===== config.mk =====
export PLATFORM = sky130hd
export DESIGN_NAME = sram_serial_seq
export DESIGN_NICKNAME = d
export VERILOG_FILES = /design/src/rtl/sram_seq_pkg.sv /design/src/rtl/sram_spi_shifter.sv /design/src/rtl/sram_seq_ctrl.sv /design/src/rtl/sram_serial_seq.sv
export SDC_FILE = /design/constraint.sdc
export NUM_CORES = 1
export LEC_CHECK = 0
export ABC_AREA = 1
export BUFFER_PORTS_ARGS = -buffer_cell sky130_fd_sc_hd__buf_2
export CAP_MARGIN = 25
export CORE_MARGIN = 5
export CORE_UTILIZATION = 41
export CTS_CLUSTER_DIAMETER = 150
export DETAILED_ROUTE_END_ITERATION = 10
export GPL_TIMING_DRIVEN = 1
export PLACE_DENSITY_LB_ADDON = 0.1
export REMOVE_ABC_BUFFERS = 1
export SYNTH_ARGS = -nofsm -noshare
export SYNTH_HDL_FRONTEND = slang
export SYNTH_SLANG_ARGS = --single-unit
export TNS_END_PERCENT = 50

===== constraint.sdc =====
create_clock -name clk -period 1.9 [get_ports clk]
set_clock_uncertainty 0.2 [all_clocks]
set_input_delay 0 -clock clk [delete_from_list [all_inputs] [get_ports clk]]
set_output_delay 0 -clock clk [all_outputs]
set_load 0.02 [all_outputs]

===== src/rtl/sram_seq_pkg.sv =====
package sram_seq_pkg;
  localparam logic [7:0] OP_WRITE = 8'h02;
  localparam logic [7:0] OP_READ  = 8'h03;
  localparam logic [7:0] DUMMY    = 8'h00;
  localparam int unsigned FRAME_BYTES = 4;

  typedef enum logic [1:0] {
    ST_IDLE = 2'd0,
    ST_LOAD = 2'd1,
    ST_WAIT = 2'd2,
    ST_GAP  = 2'd3
  } seq_state_t;
endpackage


===== src/rtl/sram_spi_shifter.sv =====
module sram_spi_shifter #(
  parameter int unsigned SCK_HALF = 2,
  parameter int unsigned BYTE_W   = 8
) (
  input  logic              clk,
  input  logic              rst_n,
  input  logic              start,
  input  logic [BYTE_W-1:0] tx_byte,
  output logic              xfer_done,
  output logic [BYTE_W-1:0] rx_byte,
  output logic              sck,
  output logic              mosi,
  input  logic              miso
);
  localparam int unsigned DIV_W = (SCK_HALF > 1) ? $clog2(SCK_HALF) : 1;
  localparam int unsigned BIT_W = $clog2(BYTE_W);
  localparam logic [DIV_W-1:0] DIV_LAST = DIV_W'(SCK_HALF - 1);
  localparam logic [BIT_W-1:0] BIT_LAST = BIT_W'(BYTE_W - 1);

  logic              active;
  logic [DIV_W-1:0]  div_cnt;
  logic [BIT_W-1:0]  bit_cnt;
  logic [BYTE_W-1:0] tx_sh;

  assign mosi = tx_sh[BYTE_W-1];

  always_ff @(posedge clk or negedge rst_n) begin
    if (!rst_n) begin
      active    <= 1'b0;
      div_cnt   <= '0;
      bit_cnt   <= '0;
      tx_sh     <= '0;
      rx_byte   <= '0;
      sck       <= 1'b0;
      xfer_done <= 1'b0;
    end else begin
      xfer_done <= 1'b0;
      if (!active) begin
        if (start) begin
          active  <= 1'b1;
          tx_sh   <= tx_byte;
          div_cnt <= '0;
          bit_cnt <= '0;
          sck     <= 1'b0;
        end
      end else if (div_cnt == DIV_LAST) begin
        div_cnt <= '0;
        if (!sck) begin
          sck     <= 1'b1;
          rx_byte <= {rx_byte[BYTE_W-2:0], miso};
        end else begin
          sck <= 1'b0;
          if (bit_cnt == BIT_LAST) begin
            active    <= 1'b0;
            xfer_done <= 1'b1;
          end else begin
            bit_cnt <= bit_cnt + 1'b1;
            tx_sh   <= {tx_sh[BYTE_W-2:0], 1'b0};
          end
        end
      end else begin
        div_cnt <= div_cnt + 1'b1;
      end
    end
  end


  sck_idle_chk: assert property (@(posedge clk) disable iff (!rst_n)
    !active |-> !sck);

  mosi_hold_chk: assert property (@(posedge clk) disable iff (!rst_n)
    (active && $past(active) && !$fell(sck)) |-> $stable(mosi));
endmodule


===== src/rtl/sram_seq_ctrl.sv =====
module sram_seq_ctrl
  import sram_seq_pkg::*;
#(
  parameter int unsigned GAP_CYCLES = 3,
  parameter int unsigned ADDR_W     = 16
) (
  input  logic              clk,
  input  logic              rst_n,
  input  logic              req_valid,
  input  logic              req_write,
  input  logic [ADDR_W-1:0] req_addr,
  input  logic [7:0]        req_wdata,
  output logic              busy,
  output logic              done,
  output logic [7:0]        rd_data,
  output logic              cs_n,
  output logic              eng_start,
  output logic [7:0]        eng_tx,
  input  logic              eng_done,
  input  logic [7:0]        eng_rx
);
  localparam int unsigned GAP_EFF = (GAP_CYCLES < 2) ? 2 : GAP_CYCLES;
  localparam int unsigned GAP_W   = $clog2(GAP_EFF);
  localparam int unsigned IDX_W   = $clog2(FRAME_BYTES);
  localparam int unsigned FRAME_W = 8 * FRAME_BYTES;
  localparam logic [GAP_W-1:0] GAP_LAST = GAP_W'(GAP_EFF - 1);
  localparam logic [IDX_W-1:0] IDX_LAST = IDX_W'(FRAME_BYTES - 1);

  seq_state_t         st;
  logic [IDX_W-1:0]   idx;
  logic [GAP_W-1:0]   gap_cnt;
  logic [FRAME_W-1:0] frame;
  logic               is_write;

  assign busy      = (st != ST_IDLE);
  assign eng_start = (st == ST_LOAD);

  always_comb begin
    eng_tx = '0;
    for (int b = 0; b < FRAME_BYTES; b++) begin
      if (idx == IDX_W'(b)) eng_tx = frame[FRAME_W-1-8*b -: 8];
    end
  end

  always_ff @(posedge clk or negedge rst_n) begin
    if (!rst_n) begin
      st       <= ST_IDLE;
      idx      <= '0;
      gap_cnt  <= '0;
      frame    <= '0;
      is_write <= 1'b0;
      cs_n     <= 1'b1;
      done     <= 1'b0;
      rd_data  <= '0;
    end else begin
      done <= 1'b0;
      unique case (st)
        ST_IDLE: if (req_valid) begin
          is_write <= req_write;
          frame    <= {(req_write ? OP_WRITE : OP_READ), 16'(req_addr),
                       (req_write ? req_wdata : DUMMY)};
          idx      <= '0;
          cs_n     <= 1'b0;
          st       <= ST_LOAD;
        end
        ST_LOAD: st <= ST_WAIT;
        ST_WAIT: if (eng_done) begin
          if (idx == IDX_LAST) begin
            cs_n    <= 1'b1;
            gap_cnt <= '0;
            st      <= ST_GAP;
            if (!is_write) rd_data <= eng_rx;
          end else begin
            idx <= idx + 1'b1;
            st  <= ST_LOAD;
          end
        end
        ST_GAP: if (gap_cnt == GAP_LAST) begin
          st   <= ST_IDLE;
          done <= 1'b1;
        end else begin
          gap_cnt <= gap_cnt + 1'b1;
        end
        default: st <= ST_IDLE;
      endcase
    end
  end


  cs_hold_chk: assert property (@(posedge clk) disable iff (!rst_n)
    (st == ST_LOAD || st == ST_WAIT) |-> !cs_n);

  done_deselect_chk: assert property (@(posedge clk) disable iff (!rst_n)
    done |-> (cs_n && $past(cs_n)));

  gap_min_chk: assert property (@(posedge clk) disable iff (!rst_n)
    $rose(cs_n) |=> cs_n);

  frame_hold_chk: assert property (@(posedge clk) disable iff (!rst_n)
    (busy && $past(busy)) |-> $stable(frame));

  done_pulse_chk: assert property (@(posedge clk) disable iff (!rst_n)
    done |=> !done);
endmodule


===== src/rtl/sram_serial_seq.sv =====
module sram_serial_seq #(
  parameter int unsigned SCK_HALF   = 2,
  parameter int unsigned GAP_CYCLES = 3
) (
  input  logic        clk,
  input  logic        rst_n,
  input  logic        req_valid,
  output logic        req_ready,
  input  logic        req_write,
  input  logic [15:0] req_addr,
  input  logic [7:0]  req_wdata,
  output logic        busy,
  output logic        done,
  output logic [7:0]  rd_data,
  output logic        spi_cs_n,
  output logic        spi_sck,
  output logic        spi_mosi,
  input  logic        spi_miso
);
  logic       eng_start, eng_done;
  logic [7:0] eng_tx, eng_rx;

  assign req_ready = !busy;

  sram_seq_ctrl #(.GAP_CYCLES(GAP_CYCLES), .ADDR_W(16)) ctrl_i (
    .clk(clk), .rst_n(rst_n),
    .req_valid(req_valid), .req_write(req_write),
    .req_addr(req_addr), .req_wdata(req_wdata),
    .busy(busy), .done(done), .rd_data(rd_data), .cs_n(spi_cs_n),
    .eng_start(eng_start), .eng_tx(eng_tx),
    .eng_done(eng_done), .eng_rx(eng_rx)
  );

  sram_spi_shifter #(.SCK_HALF(SCK_HALF), .BYTE_W(8)) shift_i (
    .clk(clk), .rst_n(rst_n),
    .start(eng_start), .tx_byte(eng_tx),
    .xfer_done(eng_done), .rx_byte(eng_rx),
    .sck(spi_sck), .mosi(spi_mosi), .miso(spi_miso)
  );


  sck_deselect_chk: assert property (@(posedge clk) disable iff (!rst_n)
    spi_cs_n |-> !spi_sck);
endmodule


==> results.ini, run 1 <==
[run_status]
status = complete, no violations

[clocking]
root_buffer = clkbuf_8
clock_path_buffers = 2
cts_sinks = 66
htree_levels = 3
path_clk_slew_ns = 0.07
cts_tree = done
cts_buffers = 9
clock_latency_ns = 0.33

[timing]
drv_slew = 0
fin_crit_sh_pct = 97.64
fmax_ghz = 0.5390
finalCriticalPeriod_ns = 1.855
tns_ns = 0
hold_violations = 0
setup_violations = 0
max_slew_margin_pct = 63.49
rsz0062_at_grt = false
tightestPinTransition_ns = 0.5461
hold_ws_ns = 0.004391

[detailed_routing]
viasPerCell = 4.621
drt_first_iter_violations = 113
drc = 0
num_vias = 2588
ant_nets = 0
wl_per_cell_um = 11.89
firstDrtPassIters = 6
wl_um = 6659

[floorplan]
fp-row-count = 31
dieWidth_um = 96.86
coreArea_mm2 = 0.007292
start_util_pct = 42.42
fp.dieArea_mm2 = 0.009381
die_y_um = 96.86
io_pins = 43

[power_and_ir_drop]
vdd_drop_max_mv = 0.3056
power_w = 0.002584
p_leak_nw = 2.063
cellPowerDensity_mw_per_mm2 = 638.0

[worst_setup_path]
r2r-start = ctrl_i.st[0]
crit_type = in2reg
slowest_stage = dlygate4sd3_1
required_ns = 1.91
cp-start-kind = input port
timing.rr.end = ctrl_i.frame[20]
path_max_fanout = 1
reg2reg_depth = 7
crit_start = req_wdata[1]
cpMostUsedCell = dlygate4sd3_1
max_stage_delay_ns = 0.55
cp-end-kind = register
worstPathCellList = dlygate4sd3_1, buf_2, nand2_1, dlygate4sd3_1, o21ai_1, dlygate4sd3_1
r2r_slack_ns = 0.09
worst_ep_arrival_time_ns = 1.86

[global_route]
antenna_found_initial = 0
grt_pass1_wl_um = 11820
grt_max_degree = 67
overflow = 0
grt_pass1_vias = 2685
grtUsageTotal_pct = 15.20

[synthesis]
yosysSeqAreaShare_pct = 53.44
synth.largest_area_cell = dfrtp_1
avgSynthCellArea_um2 = 8.497
synthTopCellsByArea = dfrtp_1 53%, nand2_1 17%, o21ai_0 4.7%
postSynthCellCount = 364
yosysWarnings = 0
synth_area_mm2 = 0.003093
synth_top_area_share_pct = 52.59
ys_ff_latch = 66
synth.distinct_cells = 29

[run]
drv_cap = 0

[final_layout]
diodes = 0
layout_commonest_cell = nand2_1
final_cell_mix = 140 x nand2_1, 63 x dfrtp_1, 42 x buf_2, 39 x dlygate4sd3_1, 30 x inv_1
synthToLayoutAreaGrowth_pct = 30.95
fin_nets = 494
drive_gt1_share_pct = 20.82

[placement]
hpwl_um = 4260
gp_congestion = 0.7936
portBuffers = 42

[hold_path]
hold_path.class = in2async

## flip-flops by register name, indices dropped and copies added, names as in the netlist
| name | cells |
|---|---|
| ctrl_i.cs_n | 1 |
| ctrl_i.done | 1 |
| ctrl_i.frame | 26 |
| ctrl_i.gap_cnt | 2 |
| ctrl_i.idx | 2 |
| ctrl_i.is_write | 1 |
| ctrl_i.rd_data | 8 |
| ctrl_i.st | 2 |
| shift_i.active | 1 |
| shift_i.bit_cnt | 3 |
| shift_i.div_cnt | 1 |
| shift_i.rx_byte | 8 |
| shift_i.sck | 1 |
| shift_i.tx_sh | 8 |
| shift_i.xfer_done | 1 |
## Yosys cell counts (all sizes together)
cell type	n
o21a	1
clkinv	2
inv	34
o21ai	39
o21ba	1
clkbuf	1
nor2	14
nand4	2
buf	13
nand2	144
dfrtp	65
dfstp	1
or2	1
ha	8
a21oi	12
nor3	1
nand3	25
## cell families (layout without fill, tap and decap cells)
| family | count (synthesis) | after routing | synth area share (%) |
|---|---|---|---|
| DFF | 66 | 66 | 53.44 |
| adders and majority gates | 8 | 8 | 3.236 |
| AOI/OAI and AO/OA | 53 | 53 | 9.911 |
| and+or+nand+nor | 187 | 187 | 25.49 |
| buffers and inverters | 50 | 147 | 7.928 |
## layer usage
metal / vias to the layer above / global-route usage (%) / part of all wire, %
met5: - / 0 / 0
met4: 0 / 6.371 / 1.2
met3: 7 / 2.878 / 2.8
met2: 31 / 25.74 / 49
met1: 1220 / 18.94 / 47
li1: 1330 / - / -
## cell type report
class / count / area (um^2)
fillers: 711 / 3242
flip-flops and latches: 66 / 1655
multi-input cells: 248 / 1195
repair buffers: 96 / 760.7
clock buffers: 12 / 155.1
inverters: 36 / 145.1
well taps: 99 / 123.9
clock inverters: 3 / 15.01
## worst max-delay path, delay by kind of cell
family,cells,cell delay (ns)
AOI/OAI and AO/OA,1,0.06
buffers and inverters,4,1.75
and+or+nand+nor,1,0.05
## report_power, final
group	internal [W]	switching [W]
clock network	0.000532	0.000499
registers	0.00141	0.00000392
logic	0.0000772	0.0000589
## repair_timing
action / 4_1_cts / 5_1_grt
setup buffers: 0 / 6
endpoints found under the hold margin: 98 / 0
hold buffers: 40 / 0
setup endpoints to repair: 0 / 5
gates resized for setup: 0 / 6
## worst max-delay path by stage
| stage | endpoint | slack, ns | depth (start not counted) |
|---|---|---|---|
| final | ctrl_i.frame[1] | 0.04 | 6 |
| after floorplan | ctrl_i.frame[24] | 0.25 | 5 |
| after global placement | shift_i.bit_cnt[0] | 0.25 | 8 |
| after detailed placement | shift_i.tx_sh[4] | 0.21 | 8 |
| after CTS | ctrl_i.frame[9] | 0.02 | 7 |
| after global routing | ctrl_i.frame[20] | 0.007 | 7 |
## metrics by stage
stage | area, um^2 | std cells | worst slack [ns] | utilization, %
floorplan | 2988 | 350 | 0.2486 | -
global placement | 3400 | 498 | 0.2507 | 46.62
detailed placement | 3400 | 498 | 0.2118 | 46.62
CTS | 3970 | 553 | 0.01569 | 54.44
global route | 4050 | 560 | 0.007420 | 55.54
finish | 4050 | 560 | 0.04478 | 55.54
No activity file was read; power rests on OpenSTA's default activity.
==> run 2: changes to the inputs <==
Settings changed: CORE_UTILIZATION 41 to 40, SYNTH_HIERARCHICAL from default to 1.
==> run 2 against run 1 <==
  * Clock power up 32%
  * Final area decreased by 1.1%
  * First-iteration DRC count up 3.5%
  * Core utilization is 4.0 points lower
  * Synthesized cell count up 4.7%
  * Critical path depth is 3 higher
==> results.ini, run 2 <==
[run_status]
status = complete, no violations

[worst_setup_path]
worst_ep_arrival_time_ns = 1.82
worst-path-buf-inv = 1
reg2reg_depth = 9
r2r_slack_ns = 0.15
required_ns = 1.97
cpMostUsedCell = nand2_1
cp-end-kind = register
cp_top_family = simple AND/OR/NAND/NOR gates
worstPathCellList = inv_1, ha_1, nor2_2, nand2_1, a21oi_1, nand2_1, nand2_1, nand3_1, nand2_1
timing.rr.end = shift_i/tx_sh[3]
path_max_fanout = 6
cp-start-kind = register
crit_type = reg2reg
r2r-start = ctrl_i/idx[0]
max_stage_delay_ns = 0.40
slowest_stage = dfrtp_2

[synthesis]
synth_xor_area_share_pct = 0
synth_common_cells = 155 x nand2_1, 65 x dfrtp_1, 29 x nand3_1
async_flop_share_pct = 100.0
synth.largest_area_cell = dfrtp_1
synth_top_family_by_area = simple AND/OR/NAND/NOR gates
synth_compound_area_share_pct = 6.690
synth_edf_count = 0
yosys-mux-area-fraction_pct = 0
avgSynthCellArea_um2 = 8.394
synth-adder-area-share_pct = 3.130
ys_ff_latch = 66
synth-main-ff-cell = dfrtp_1
yosysSeqAreaShare_pct = 51.68
yosysWarnings = 6
postSynthCellCount = 381
synth_top_area_share_pct = 50.86
synth.distinct_cells = 26
synthTopCellsByArea = dfrtp_1 51%, nand2_1 18%, nand3_1 4.5%
synth.most_common_cell = nand2_1
synth_area_mm2 = 0.003198
synthSimpleGateAreaFrac_pct = 29.93

[power_and_ir_drop]
p_leak_nw = 2.203
power_w = 0.002984
combinationalPowerShare_pct = 5.4
vdd_drop_max_mv = 0.5700
p_sw_share_pct = 21.55
cellPowerDensity_mw_per_mm2 = 745.4
clkPwrFrac_pct = 45.4
intPower_w = 0.002341
power_frac_seq_pct = 49.2
switchingPower_w = 0.0006431

[floorplan]
die_y_um = 99.42
coreArea_mm2 = 0.007767
dieWidth_um = 99.42
fp-row-count = 32
io_pins = 43
start_util_pct = 41.17
fp.dieArea_mm2 = 0.009883

[detailed_routing]
wl_per_cell_um = 12.78
num_vias = 2631
viasPerCell = 4.657
firstDrtPassIters = 4
drt_first_iter_violations = 117
ant_nets = 0
wl_um = 7222
drc = 0

[timing]
finalCriticalPeriod_ns = 1.752
tns_ns = 0
rsz0062_at_grt = false
tightestPinTransition_ns = 0.3631
max_slew_margin_pct = 75.80
fin_crit_sh_pct = 92.21
fmax_ghz = 0.5708
drv_slew = 0
hold_violations = 0
setup_violations = 0

[clocking]
cts_buffers = 9
path_clk_slew_ns = 0.07
htree_levels = 3
clock_path_buffers = 2
cts_tree = done
cts_sinks = 66
clock_latency_ns = 0.33
root_buffer = clkbuf_8

[final_layout]
largest_reg_flops = 26
synthToLayoutAreaGrowth_pct = 25.20
fin_cells = 565
fin_nets = 495
diodes = 0
regMostFlops = ctrl_i/frame
utilization_pct = 51.55
final_cell_mix = 155 x nand2_1, 64 x dfrtp_1, 42 x buf_2, 29 x nand3_1, 28 x dlygate4sd3_1
design_area_mm2 = 0.004004
layout_commonest_cell = nand2_1
drive_gt1_share_pct = 19.01

[global_route]
grt_pass1_wl_um = 12610
grtUsageTotal_pct = 15.79
overflow = 0
antenna_found_initial = 0
grt_max_degree = 67
grt_pass1_vias = 2694

[placement]
hpwl_um = 4723
dpl_cell_area_mm2 = 0.003483
portBuffers = 42
dp_cells = 520
gp_congestion = 0.7827

[hold_path]
hold_path.class = in2async

[run]
drv_cap = 0

## run 2: cell families after synthesis
kind of cell / Yosys count
fa+ha+maj: 8
flops: 66
simple gates: 219
compound gates: 41
buf+inv: 47
## run 2: layer usage
| layer | GRT usage, % | vias up | part of all wire, % |
|---|---|---|---|
| met2 | 24.28 | 73 | 44 |
| met5 | 0 | - | 0 |
| met3 | 4.488 | 8 | 5.8 |
| met4 | 4.517 | 0 | 1.1 |
| met1 | 21.79 | 1198 | 49 |
| li1 | - | 1352 | - |
## run 2: tightest hold or removal path, cell delays in order
cell	delay [ns]
dlygate4sd3_1	0.52
buf_2	0.12
buf_12	0.30
## run 2: what timing repair did
| item | 4_1_cts | 5_1_grt |
|---|---|---|
| cloned | 0 | 0 |
| endpoints found under the setup margin | 2 | 8 |
| hold buffers | 28 | 0 |
| setup buffers | 0 | 1 |
| gates resized for setup | 1 | 1 |
| pin swaps | 0 | 0 |
| hold endpoints to repair | 95 | 0 |
## run 2: worst max-delay path by stage
stage	slack, ns	to	start	cells after the start
after global routing	0.003	shift_i/tx_sh[3]	ctrl_i/idx[1]	10
final	0.15	shift_i/tx_sh[3]	ctrl_i/idx[0]	9
after global placement	0.07	shift_i/tx_sh[4]	ctrl_i/idx[0]	9
after detailed placement	-0.03	shift_i/tx_sh[3]	ctrl_i/idx[0]	9
after floorplan	0.17	shift_i/tx_sh[2]	ctrl_i/idx[0]	9
after CTS	0.07	shift_i/tx_sh[3]	ctrl_i/idx[0]	9
## run 2: through the flow
stage | hold slack, ns | setup slack (ns)
6_report | 0.01549 | 0.1481
3_5_place_dp | -0.1474 | -0.02747
2_1_floorplan | -0.4956 | 0.1665
3_3_place_gp | -0.1486 | 0.06879
5_1_grt | 0.06203 | 0.003465
4_1_cts | 0.02254 | 0.06959
## run 2: layout make-up
class	instances	area (um^2)
clock inverters	4	73.82
clock buffers	12	155.1
repair buffers	82	593.1
flip-flops and latches	66	1654
multi-input cells	268	1274
fillers	742	3764
well taps	102	127.6
inverters	31	126.4
## run 2: power by group through the flow
stage	clock network, W	logic, W	registers [W]
finish	0.00136	0.000160	0.00147
CTS	0.00139	0.000163	0.00147
floorplan	0	0.0000426	0.00149
detailed placement	0	0.000118	0.00150
global route	0.00146	0.000185	0.00147
global placement	0	0.000116	0.00150
==> run 3: changes to the inputs <==
Settings changed: ABC_AREA 1 to default, CTS_BUF_LIST from default to sky130_fd_sc_hd__clkbuf_4 sky130_fd_sc_hd__clkbuf_8.
==> run 3 against run 2 <==
  * Critical endpoint is now shift_i/tx_sh[2]
  * Largest cell class unchanged
  * Flip-flop and latch count unchanged
  * Clock-buffer cell count grew 1
  * Highest routed layer unchanged
  * Core utilization up 5.7 points
  * Critical path depth down 2
  * The flow now finishes with violations (negative setup slack)
==> results.ini, run 3 <==
[synthesis]
synth_compound_area_share_pct = 8.832
postSynthCellCount = 249
ys_ff_latch = 66
yosysSeqAreaShare_pct = 53.76
synth-main-ff-cell = dfrtp_1
synth_area_mm2 = 0.003074
synthTopCellsByArea = dfrtp_1 53%, mux2_2 11%, mux2_4 8.3%
synth.distinct_cells = 35
synthSimpleGateAreaFrac_pct = 9.158
yosysWarnings = 6
synth_edf_count = 0
synth-adder-area-share_pct = 3.256
synth_common_cells = 65 x dfrtp_1, 31 x mux2_2, 31 x nand2_1
avgSynthCellArea_um2 = 12.35
synth.largest_area_cell = dfrtp_1
async_flop_share_pct = 100.0
synth_xor_area_share_pct = 0.2849
synth.most_common_cell = dfrtp_1
yosys-mux-area-fraction_pct = 20.63
synth_top_area_share_pct = 52.91
synth_top_family_by_area = multiplexers

[hold_path]
hold_path.class = in2async

[worst_setup_path]
cp-end-kind = register
max_stage_delay_ns = 0.43
cp-start-kind = register
worstPathCellList = inv_2, ha_4, and3b_1, a21oi_2, o21ai_1, mux2_2, mux2_4
path_max_fanout = 6
required_ns = 1.93
crit_type = reg2reg
slowest_stage = dfrtp_1
worst_ep_arrival_time_ns = 1.96

[timing]
fin_ws_ns = -0.03291
finalCriticalPeriod_ns = 1.933
fin_crit_sh_pct = 101.7
rsz0062_at_grt = true
drv_slew = 0
hold_violations = 0
max_slew_margin_pct = 76.33
fmax_ghz = 0.5174
tightestPinTransition_ns = 0.3551
setup_violations = 4

[clocking]
path_clk_slew_ns = 0.07
cts_buffers = 9
htree_levels = 3
cts_sinks = 66
root_buffer = clkbuf_8
clock_latency_ns = 0.34
clock_path_buffers = 2
cts_tree = done

[final_layout]
drive_gt1_share_pct = 44.23
largest_reg_flops = 26
fin_nets = 387
diodes = 0
utilization_pct = 57.25
final_cell_mix = 64 x dfrtp_1, 42 x buf_2, 36 x dlygate4sd3_1, 30 x nand2_1, 28 x mux2_4
synthToLayoutAreaGrowth_pct = 41.68
regMostFlops = ctrl_i/frame
layout_commonest_cell = dfrtp_1
fillers = 634

[floorplan]
fp.dieArea_mm2 = 0.009538
fp-row-count = 32
start_util_pct = 40.41
io_pins = 43
coreArea_mm2 = 0.007607
die_y_um = 97.67
dieWidth_um = 97.67

[global_route]
antenna_found_initial = 0
overflow = 0
grt_pass1_wl_um = 10750
grt_pass1_vias = 2249
grt_max_degree = 67
grtUsageTotal_pct = 13.85

[detailed_routing]
firstDrtPassIters = 4
num_vias = 2148
viasPerCell = 4.700
ant_nets = 0
drt_first_iter_violations = 38
drc = 0
wl_um = 6199
wl_per_cell_um = 13.56

[power_and_ir_drop]
cellPowerDensity_mw_per_mm2 = 1370
vdd_drop_max_mv = 0.7870
p_leak_nw = 2.055

[placement]
gp_congestion = 0.7288
portBuffers = 42
dpl_worst_slack_ns = -0.1647
hpwl_um = 3926

[run_status]
violations = negative setup slack
status = finished, violations left

[run]
drv_cap = 0

==> run 3: final timing paths <==
| path | start | endpoint | slack (ns) | depth (start not counted) |
|---|---|---|---|---|
| max in group asynchronous | rst_n | ctrl_i/idx[1] | 1.17 | 3 |
| worst max-delay path | ctrl_i/idx[0] | shift_i/tx_sh[2] | -0.03 | 7 |
| min in group clk | req_addr[3] | ctrl_i/frame[11] | 0.21 | 3 |
| worst min register to register | shift_i/tx_sh[0] | shift_i/tx_sh[0] | 0.29 | 1 |
| worst min-delay path | rst_n | shift_i/rx_byte[7] | 0.01 | 3 |
| worst max register to register | ctrl_i/idx[0] | shift_i/tx_sh[2] | -0.03 | 7 |
==> run 3: metal layers <==
layer	GRT usage, %	wire length, um	part of all wire (%)
met2	21.19	2903	47
met3	4.882	275	4.4
met5	0	0	0
met4	4.153	69	1.1
met1	18.50	2951	48
==> run 3: what timing repair did <==
action / in CTS / in global routing
gates cloned: 0 / 0
pin swaps: 5 / 3
gates resized for setup: 35 / 19
hold buffers: 36 / 0
buffers inserted: 3 / 2
hold endpoints to repair: 96 / 0
endpoints found under the setup margin: 16 / 19
==> run 3: kinds of logic after synthesis <==
group	count (synthesis)
fa+ha+maj	8
compound gates	45
xor+xnor	1
flops	66
mux	51
simple gates	56
buf+inv	22
==> run 3: per-stage QoR <==
stage               std cells  setup TNS (ns)  hold WS (ns)  total power, W  instance area (um^2)
finish                    457        -0.08719       0.01403        0.005965                  4355
floorplan                 238          -4.436       -0.4956        0.003568                  2990
global route              457          -1.101       0.04258        0.006380                  4355
detailed placement        400          -1.685       -0.1510        0.004206                  3501
global placement          400          -1.295       -0.1494        0.004161                  3501
CTS                       455         -0.2242       0.02679        0.005837                  4245
==> run 3: layout make-up <==
type	instances	area, um^2	share of cell area (%)
flip-flops and latches	66	1654	37.98
multi-input cells	161	1461	33.55
repair buffers	101	823.3	18.90
clock buffers	13	178.9	4.108
well taps	102	127.6	2.930
clock inverters	3	68.82	1.580
inverters	11	41.29	0.9480
==> run 3: worst max-delay path: cells and delay by family (launching register included) <==
family | cells | cell delay [ns]
multiplexers | 2 | 0.51
flip-flops | 1 | 0.43
AND/OR/NAND/NOR | 1 | 0.21
adder cells (fa/ha/maj) | 1 | 0.20
AO/OA/AOI/OAI | 2 | 0.17
buffers and inverters | 1 | 0.10
==> run 3: power breakdown <==
group / internal, W / switching (W)
logic: 0.00130 / 0.000926
clock network: 0.000885 / 0.000532
registers: 0.00193 / 0.000398
total: 0.00411 / 0.00186
